$ cat config.mk
export PLATFORM = sky130hd
export DESIGN_NAME = offset_null_seq
export DESIGN_NICKNAME = d
export VERILOG_FILES = /design/src/rtl/offset_null_pkg.sv /design/src/rtl/offset_null_div.sv /design/src/rtl/offset_null_track.sv /design/src/rtl/offset_null_acc.sv /design/src/rtl/offset_null_seq.sv
export SDC_FILE = /design/constraint.sdc
export NUM_CORES = 1
export LEC_CHECK = 0
export BUFFER_PORTS_ARGS = -buffer_cell sky130_fd_sc_hd__buf_2
export CAP_MARGIN = 20
export CORE_UTILIZATION = 59
export DETAILED_ROUTE_END_ITERATION = 12
export MAX_ROUTING_LAYER = met4
export PLACE_DENSITY_LB_ADDON = 0.12
export RECOVER_POWER = 100
export SYNTH_ARGS = -nofsm -noshare
export SYNTH_HDL_FRONTEND = slang
export SYNTH_SLANG_ARGS = --single-unit
$ cat constraint.sdc
create_clock -name clk -period 4.3 [get_ports clk]
set_input_delay 0.215 -clock clk [delete_from_list [all_inputs] [get_ports clk]]
set_output_delay 0.215 -clock clk [all_outputs]
set_load 0.03 [all_outputs]
$ cat src/rtl/offset_null_pkg.sv
package offset_null_pkg;

    typedef enum logic [1:0] {
        RATE_A = 2'b00,
        RATE_B = 2'b01,
        RATE_C = 2'b10,
        RATE_D = 2'b11
    } rate_sel_e;

    function automatic int unsigned div_of(input logic [1:0] sel,
                                           input int unsigned a,
                                           input int unsigned b,
                                           input int unsigned c,
                                           input int unsigned d);
        case (rate_sel_e'(sel))
            RATE_A:  return a;
            RATE_B:  return b;
            RATE_C:  return c;
            default: return d;
        endcase
    endfunction

    function automatic int unsigned max4(input int unsigned a,
                                         input int unsigned b,
                                         input int unsigned c,
                                         input int unsigned d);
        int unsigned m;
        m = a;
        if (b > m) m = b;
        if (c > m) m = c;
        if (d > m) m = d;
        return m;
    endfunction

endpackage

$ cat src/rtl/offset_null_div.sv
module offset_null_div
    import offset_null_pkg::*;
#(
    parameter int unsigned DIV_A = 4,
    parameter int unsigned DIV_B = 16,
    parameter int unsigned DIV_C = 128,
    parameter int unsigned DIV_D = 1024
) (
    input  logic       clk,
    input  logic       rst_n,
    input  logic       fast_i,
    input  logic [1:0] sel_i,
    output logic       stb_o
);
    localparam int unsigned MAX_DIV = max4(DIV_A, DIV_B, DIV_C, DIV_D);
    localparam int unsigned CNT_W   = (MAX_DIV > 2) ? $clog2(MAX_DIV) : 1;

    typedef struct packed {
        logic [CNT_W-1:0] cnt;
        logic [CNT_W-1:0] term;
    } div_st_t;

    div_st_t st_d, st_q;
    logic    stb;

    always_comb begin
        st_d = st_q;
        stb  = fast_i || (st_q.cnt == st_q.term);
        if (stb) begin
            st_d.cnt  = '0;
            st_d.term = CNT_W'(div_of(sel_i, DIV_A, DIV_B, DIV_C, DIV_D) - 1);
        end else begin
            st_d.cnt  = st_q.cnt + 1'b1;
        end
    end

    always_ff @(posedge clk) begin
        if (!rst_n) st_q <= '0;
        else        st_q <= st_d;
    end

    assign stb_o = stb;

endmodule

$ cat src/rtl/offset_null_track.sv
module offset_null_track (
    input  logic clk,
    input  logic rst_n,
    input  logic stb_i,
    input  logic cmp_i,
    output logic dec_o,
    output logic null_o
);
    typedef struct packed {
        logic dec;
        logic seen;
        logic crossed;
    } trk_st_t;

    trk_st_t st_d, st_q;

    always_comb begin
        st_d = st_q;
        if (stb_i) begin
            st_d.dec  = cmp_i;
            st_d.seen = 1'b1;
            if (st_q.seen && (cmp_i != st_q.dec)) st_d.crossed = 1'b1;
        end
    end

    always_ff @(posedge clk) begin
        if (!rst_n) st_q <= '0;
        else        st_q <= st_d;
    end

    assign dec_o  = st_q.dec;
    assign null_o = st_q.crossed;

endmodule

$ cat src/rtl/offset_null_acc.sv
module offset_null_acc #(
    parameter int unsigned ACC_W  = 16,
    parameter int unsigned STEP_W = 8
) (
    input  logic                    clk,
    input  logic                    rst_n,
    input  logic                    stb_i,
    input  logic                    down_i,
    input  logic [STEP_W-1:0]       step_i,
    output logic signed [ACC_W-1:0] acc_o
);
    localparam int unsigned EXT_W = ACC_W + 2;
    localparam logic signed [EXT_W-1:0] MAXV = {3'b000, {(ACC_W-1){1'b1}}};
    localparam logic signed [EXT_W-1:0] MINV = {3'b111, {(ACC_W-1){1'b0}}};

    typedef struct packed {
        logic signed [ACC_W-1:0] acc;
    } acc_st_t;

    acc_st_t                 st_d, st_q;
    logic signed [EXT_W-1:0] mag;
    logic signed [EXT_W-1:0] wide;
    logic signed [EXT_W-1:0] sum;

    always_comb begin
        st_d = st_q;
        mag  = signed'({{(EXT_W-STEP_W){1'b0}}, step_i});
        wide = {{2{st_q.acc[ACC_W-1]}}, st_q.acc};
        sum  = down_i ? (wide - mag) : (wide + mag);
        if (stb_i) begin
            if (sum > MAXV)      st_d.acc = MAXV[ACC_W-1:0];
            else if (sum < MINV) st_d.acc = MINV[ACC_W-1:0];
            else                 st_d.acc = sum[ACC_W-1:0];
        end
    end

    always_ff @(posedge clk) begin
        if (!rst_n) st_q <= '0;
        else        st_q <= st_d;
    end

    assign acc_o = st_q.acc;

endmodule

$ cat src/rtl/offset_null_seq.sv
module offset_null_seq #(
    parameter int unsigned ACC_W  = 16,
    parameter int unsigned STEP_W = 8,
    parameter int unsigned DIV_A  = 4,
    parameter int unsigned DIV_B  = 16,
    parameter int unsigned DIV_C  = 128,
    parameter int unsigned DIV_D  = 1024
) (
    input  logic                    clk,
    input  logic                    rst_n,
    input  logic [1:0]              rate_sel_i,
    input  logic                    cmp_i,
    input  logic [STEP_W-1:0]       step_i,
    output logic                    dec_o,
    output logic signed [ACC_W-1:0] corr_o,
    output logic                    null_o
);
    logic smp_stb;
    logic crossed;

    offset_null_div #(
        .DIV_A (DIV_A),
        .DIV_B (DIV_B),
        .DIV_C (DIV_C),
        .DIV_D (DIV_D)
    ) u_div (
        .clk    (clk),
        .rst_n  (rst_n),
        .fast_i (!crossed),
        .sel_i  (rate_sel_i),
        .stb_o  (smp_stb)
    );

    offset_null_track u_trk (
        .clk    (clk),
        .rst_n  (rst_n),
        .stb_i  (smp_stb),
        .cmp_i  (cmp_i),
        .dec_o  (dec_o),
        .null_o (crossed)
    );

    offset_null_acc #(
        .ACC_W  (ACC_W),
        .STEP_W (STEP_W)
    ) u_acc (
        .clk    (clk),
        .rst_n  (rst_n),
        .stb_i  (smp_stb),
        .down_i (cmp_i),
        .step_i (step_i),
        .acc_o  (corr_o)
    );

    assign null_o = crossed;

endmodule

Word level (Yosys, flattened, before mapping)
Index checks and enable logic that the tools add are counted.

word-level totals
  memories kept = 0
  memory bits (writable) = 0
  ROM bits = 0
  register bits after elaboration = 39
  latch bits = 0
  bits of input ports = 13

cells by class
  shifts and indexed selects = 0
  bitwise operators = 1
  muxes and demuxes = 5
  multipliers = 0
  $lt $le $gt $ge = 2
  equal/unequal tests = 4
  reductions and logical operators = 6
  divide/modulo/power cells = 0
  $add $sub $neg = 4

operator list
  cell                                                              count
  two-way mux 16 bit                                                2
  one-hot mux 8 bit (3 select lines)                                1
  greater-than comparator 18 x 16 -> 1 bit (second input constant)  1
  < comparator 18 x 16 -> 1 bit (second input constant)             1
  two-way mux 18 bit                                                1
  adder 16 x 9 -> 17 bit                                            1
  subtractor 16 x 9 -> 17 bit                                       1
  adder 10 x 1 -> 10 bit (second input constant)                    1
  equality test 10 bit                                              1
  two-way mux 10 bit                                                1
  subtractor 10 x 1 -> 10 bit (second input constant)               1
  equality test 2 x 1 -> 1 bit (second input constant)              1
  equality test 2 bit (second input constant)                       1
  zero test 2 bit                                                   1
  AND reduction 2 bit                                               1
  OR reduction 2 bit                                                1
  logical AND 1 bit                                                 1
  zero test 1 bit                                                   1
  logical OR 1 bit                                                  1
  inequality test 1 bit                                             1
  inverter 1 bit                                                    1

Logic depth before layout (Yosys ltp)
  depth in word-level cells = 5
  mapped depth = 14
  depth with buffers taken out = 12

Hierarchy
From an unflattened synthesis, not the netlist that was laid out.

second synthesis, totals
  cells, all modules = 320
  area total of the unflattened synthesis = 2758.9 µm²

by module, submodules not included
  module             area each (µm²)  instances  cells each
  offset_null_acc    1856.8           1          219
  offset_null_div    792.0            1          90
  offset_null_track  106.4            1          10
  offset_null_seq    3.8              1          1

Worst setup path after synthesis
OpenSTA, ideal clock, no wires.

  path type = input -> register
  start point = input port step_i[5]
  end point = register u_acc.st_q (netlist bit u_acc.acc_o[9])
  slack = 1316 ps
  arrival time = 2918 ps
  library setup time = 66 ps
  buffers on the path = 2
  stages on the path = 14
  path through = nor4_4 > and3_1 > ha_1 > mux2i_1 > ha_1 > buf_2 > a21oi_1 > nand2_1 > o21ai_2 > a21oi_2 > xnor2_4 > buf_6 > maj3_2 > a21oi_2

between the ends
  longest elaborated chain between the ends = 5
  elaborated cells between the ends (all ways) = 7

ends and longest elaborated chain
  item                                                                          line                   text
  from (decl)                                                                   offset_null_seq.sv:13  input logic [STEP_W-1:0] step_i,
  adder 16 x 9 -> 17 bit / subtractor 16 x 9 -> 17 bit (equally long branches)  offset_null_acc.sv:29  sum = down_i ? (wide - mag) : (wide + mag);
  two-way mux 18 bit (*)                                                        offset_null_acc.sv:29
  < comparator 18 x 16 -> 1 bit                                                 offset_null_acc.sv:32  else if (sum < MINV) st_d.acc = MINV[ACC_W-1:0];
  two-way mux 16 bit                                                            offset_null_acc.sv:32
  two-way mux 16 bit (*)                                                        offset_null_acc.sv:31  if (sum > MAXV) st_d.acc = MAXV[ACC_W-1:0];
  to (signal assigned)                                                          offset_null_acc.sv:39  else st_q <= st_d;
  to (decl)                                                                     offset_null_acc.sv:20  acc_st_t st_d, st_q;

Every way passes the cells marked *; elsewhere a longest branch is shown, timed or not.
A chain may end at the register's enable or synchronous reset.

Worst setup path in the final report
  start point = input port step_i[5]
  end point = register u_acc.st_q (netlist bit u_acc.acc_o[6])

The elaborated chain is that of the path after synthesis.

==> metrics.cfg <==
[clocking]
hold_buffers=0
insertion_delay_ps=280
cts_post_setup_buffers_inserted=0
cts_resized=0
clkSlewWorstSetupHoldPaths_ps=70
cts_tree=done
cts_sinks=33
clock_path_buffers=2
root_buffer=clkbuf_8
htree_levels=2
cts_inserted_buffers=5

[critical_path]
cp_max_fo=16
rrSetupSlack_ps=1300
worstSetupStartpoint=step_i[5]
r2r_start=u_div.st_q[12]
required_ps=4390
setup.worst_path.end_class=flop
r2r_cells=6
arrival_ps=3590
endpoint=u_acc.acc_o[6]
worstReg2RegEnd=u_acc.acc_o[4]
worstSetupPathType=primary input to flop
cp-start-kind=primary input

[power]
seq_power_share_pct=21.8
clkPwrFrac_pct=14.5
leakagePower_uw=0.00115
p_sw_share_pct=46.9
p_switching_uw=968
power.density_mw_per_mm2=706
power.share.combinational_pct=63.6
peakVddDrop_v=0.000406
intPower_uw=1090

[global_routing]
grt_pass1_vias=2104
grt_first_pass_wirelength_um=9910
gr-total-overflow=0
antenna_found_initial=0
grt_util_all_layers_pct=26.3
grt_start_max_net_pins=39

[sta]
finalCritPeriodShare_pct=81.2
rsz0062_at_grt=false
fmax_mhz=286
period_needed_ps=3490
relSlewSlack_pct=-14.9
hold_violations=0
timing.setup.tns_ps=0
setup_viol=0
tightest_slew_ps=1720
fin_skew_ps=5.20
drv_slew=39

[die]
die_y_um=69.8
start_util_pct=61.8
dieWidth_um=69.8
dieArea_sq_mm=0.00487
row_count=24
core_sq_mm=0.00438
ioPinCount=31

[synth]
ys.flop_type=dfxtp_1
synth_warnings=0
synth_seq_cells=33
async_reset_ff_share_pct=0
syn_inst=311
synth_area_per_cell_sq_um=8.72
syn_nets=346
syn_area_sq_mm=0.00271
seq_area_frac_synth_pct=24.4
synth_cell_types=58
synth_edf_count=0

[drt]
remaining_drc_errors=0
drtIter0Drc=100
via_per_inst=5.97
wl_per_cell_um=15.4
vias=2321
first_pass_iters=4
routed_wl_um=5990
ant_nets=0

[job]
drv_cap=1

[outcome]
violations=capacitance limit, slew limit
outcome=finished with violations

[cells_and_area]
drive_gt1_share_pct=14.8
fillerInstances=391
nets=371
area_delta_synth_final_pct=7.71
layoutNonFillerInstCount=389
antenna_cells=0

[placed_design]
dp.cells=381
place.gp.congestion=0.973
dp_hpwl_um=4580
portBuffers=30

[min_path]
hold_class=primary input to flop

## cells in the final DEF, fill, tap and decap left out, drive strengths merged, types with 3 or more instances in the layout
cell	n
a21oi	38
dfxtp	33
clkbuf	26
o21ai	24
nor2	22
nand2	21
ha	21
xnor2	17
maj3	15
buf	12
xor2	12
inv	11
nand3	8
nor3	8
a21o	6
nand2b	6
nand4	5
nor2b	4
a21boi	4
o21a	4
and3	3
and2	3
a41o	3
## layout make-up
class                      instances  area [sq um]  area share [%]
clock inverter                     1          30.0            1.03
clock buffer                       7          86.3            2.96
sequential                        33           661            22.6
tap                               52          65.1            2.23
timing repair buffer              31           131            4.50
inverter                          11          41.3            1.41
multi-input combinational        254          1910            65.3
## power groups by stage
stage / combinational [uW] / clock, uW / sequential, uW
2_1_floorplan: 1070 / 0 / 561
3_3_place_gp: 1370 / 0 / 453
3_5_place_dp: 1390 / 0 / 456
4_1_cts: 1400 / 306 / 450
5_1_grt: 1430 / 320 / 462
6_report: 1310 / 300 / 450
## registers in the layout, indices dropped and copies added (netlist names)
register,flops
u_div.st_q,15
u_trk.null_o,1
u_acc.acc_o,16
u_trk.dec_o,1
## through the flow
stage | cell area (sq um) | total power, uW | setup slack, ps | hold WS (ps) | util, %
global placement | 2870 | 1820 | 846 | 465 | 65.4
CTS | 2980 | 2160 | 1050 | 210 | 68.0
detailed placement | 2870 | 1840 | 789 | 472 | 65.4
floorplan | 2710 | 1630 | 1320 | 369 | -
finish | 2920 | 2060 | 807 | 218 | 66.6
global route | 2920 | 2210 | 520 | 250 | 66.6
## Yosys cell counts, types with 4 or more instances
library cell | n | share of area, %
a21boi_0 | 4 | 1.1
a21o_1 | 6 | 1.7
a21oi_1 | 22 | 4.1
a21oi_2 | 15 | 4.8
buf_2 | 4 | 0.74
clkbuf_1 | 6 | 0.83
dfxtp_1 | 33 | 24
ha_1 | 21 | 9.7
inv_1 | 11 | 1.5
maj3_2 | 13 | 5.4
nand2_1 | 21 | 2.9
nand2b_1 | 6 | 1.4
nand3_1 | 8 | 1.5
nand4_1 | 5 | 1.2
nor2_1 | 22 | 3.0
nor2b_1 | 4 | 0.92
nor3_1 | 7 | 1.3
o21ai_0 | 20 | 3.7
xnor2_1 | 15 | 4.8
xor2_1 | 11 | 3.6
## worst min-delay path by stage
stage                   startpoint              to  slack [ps]  cells past startpoint
finish               rate_sel_i[1]   u_div.st_q[9]         220                      3
global route         rate_sel_i[1]   u_div.st_q[9]         250                      3
CTS                  rate_sel_i[1]   u_div.st_q[9]         210                      3
detailed placement  u_div.st_q[10]  u_div.st_q[10]         470                      1
global placement    u_div.st_q[10]  u_div.st_q[10]         460                      1
floorplan                    rst_n   u_div.st_q[3]         370                      1
## critical path: stages
cell,delay (ps)
buf_2,120
nor4_4,380
and3_1,270
ha_1,240
mux2i_1,130
ha_1,330
a21oi_1,380
nand2_1,140
o21ai_2,200
a21oi_2,100
xnor2_2,660
maj3_1,330
a21oi_2,70
## metal layers
layer  GRT usage, %  vias up  routed length (um)
met5              -        -                   0
met4           7.56        0                 105
li1               -     1172                   -
met1           34.3     1086                2790
met3           3.49        8                 241
met2           42.6       55                2850
## kinds of logic (layout without fill, tap and decap cells)
logic type | count (synthesis) | count (layout) | share of synthesized area [%]
compound gates | 94 | 94 | 24.7
buf+inv | 24 | 50 | 4.34
flops | 33 | 33 | 24.4
fa+ha+maj | 37 | 37 | 16.6
xor+xnor | 29 | 29 | 11.0
mux | 2 | 2 | 0.784
simple gates | 92 | 92 | 18.2
Power figures use the tool's default switching activity.
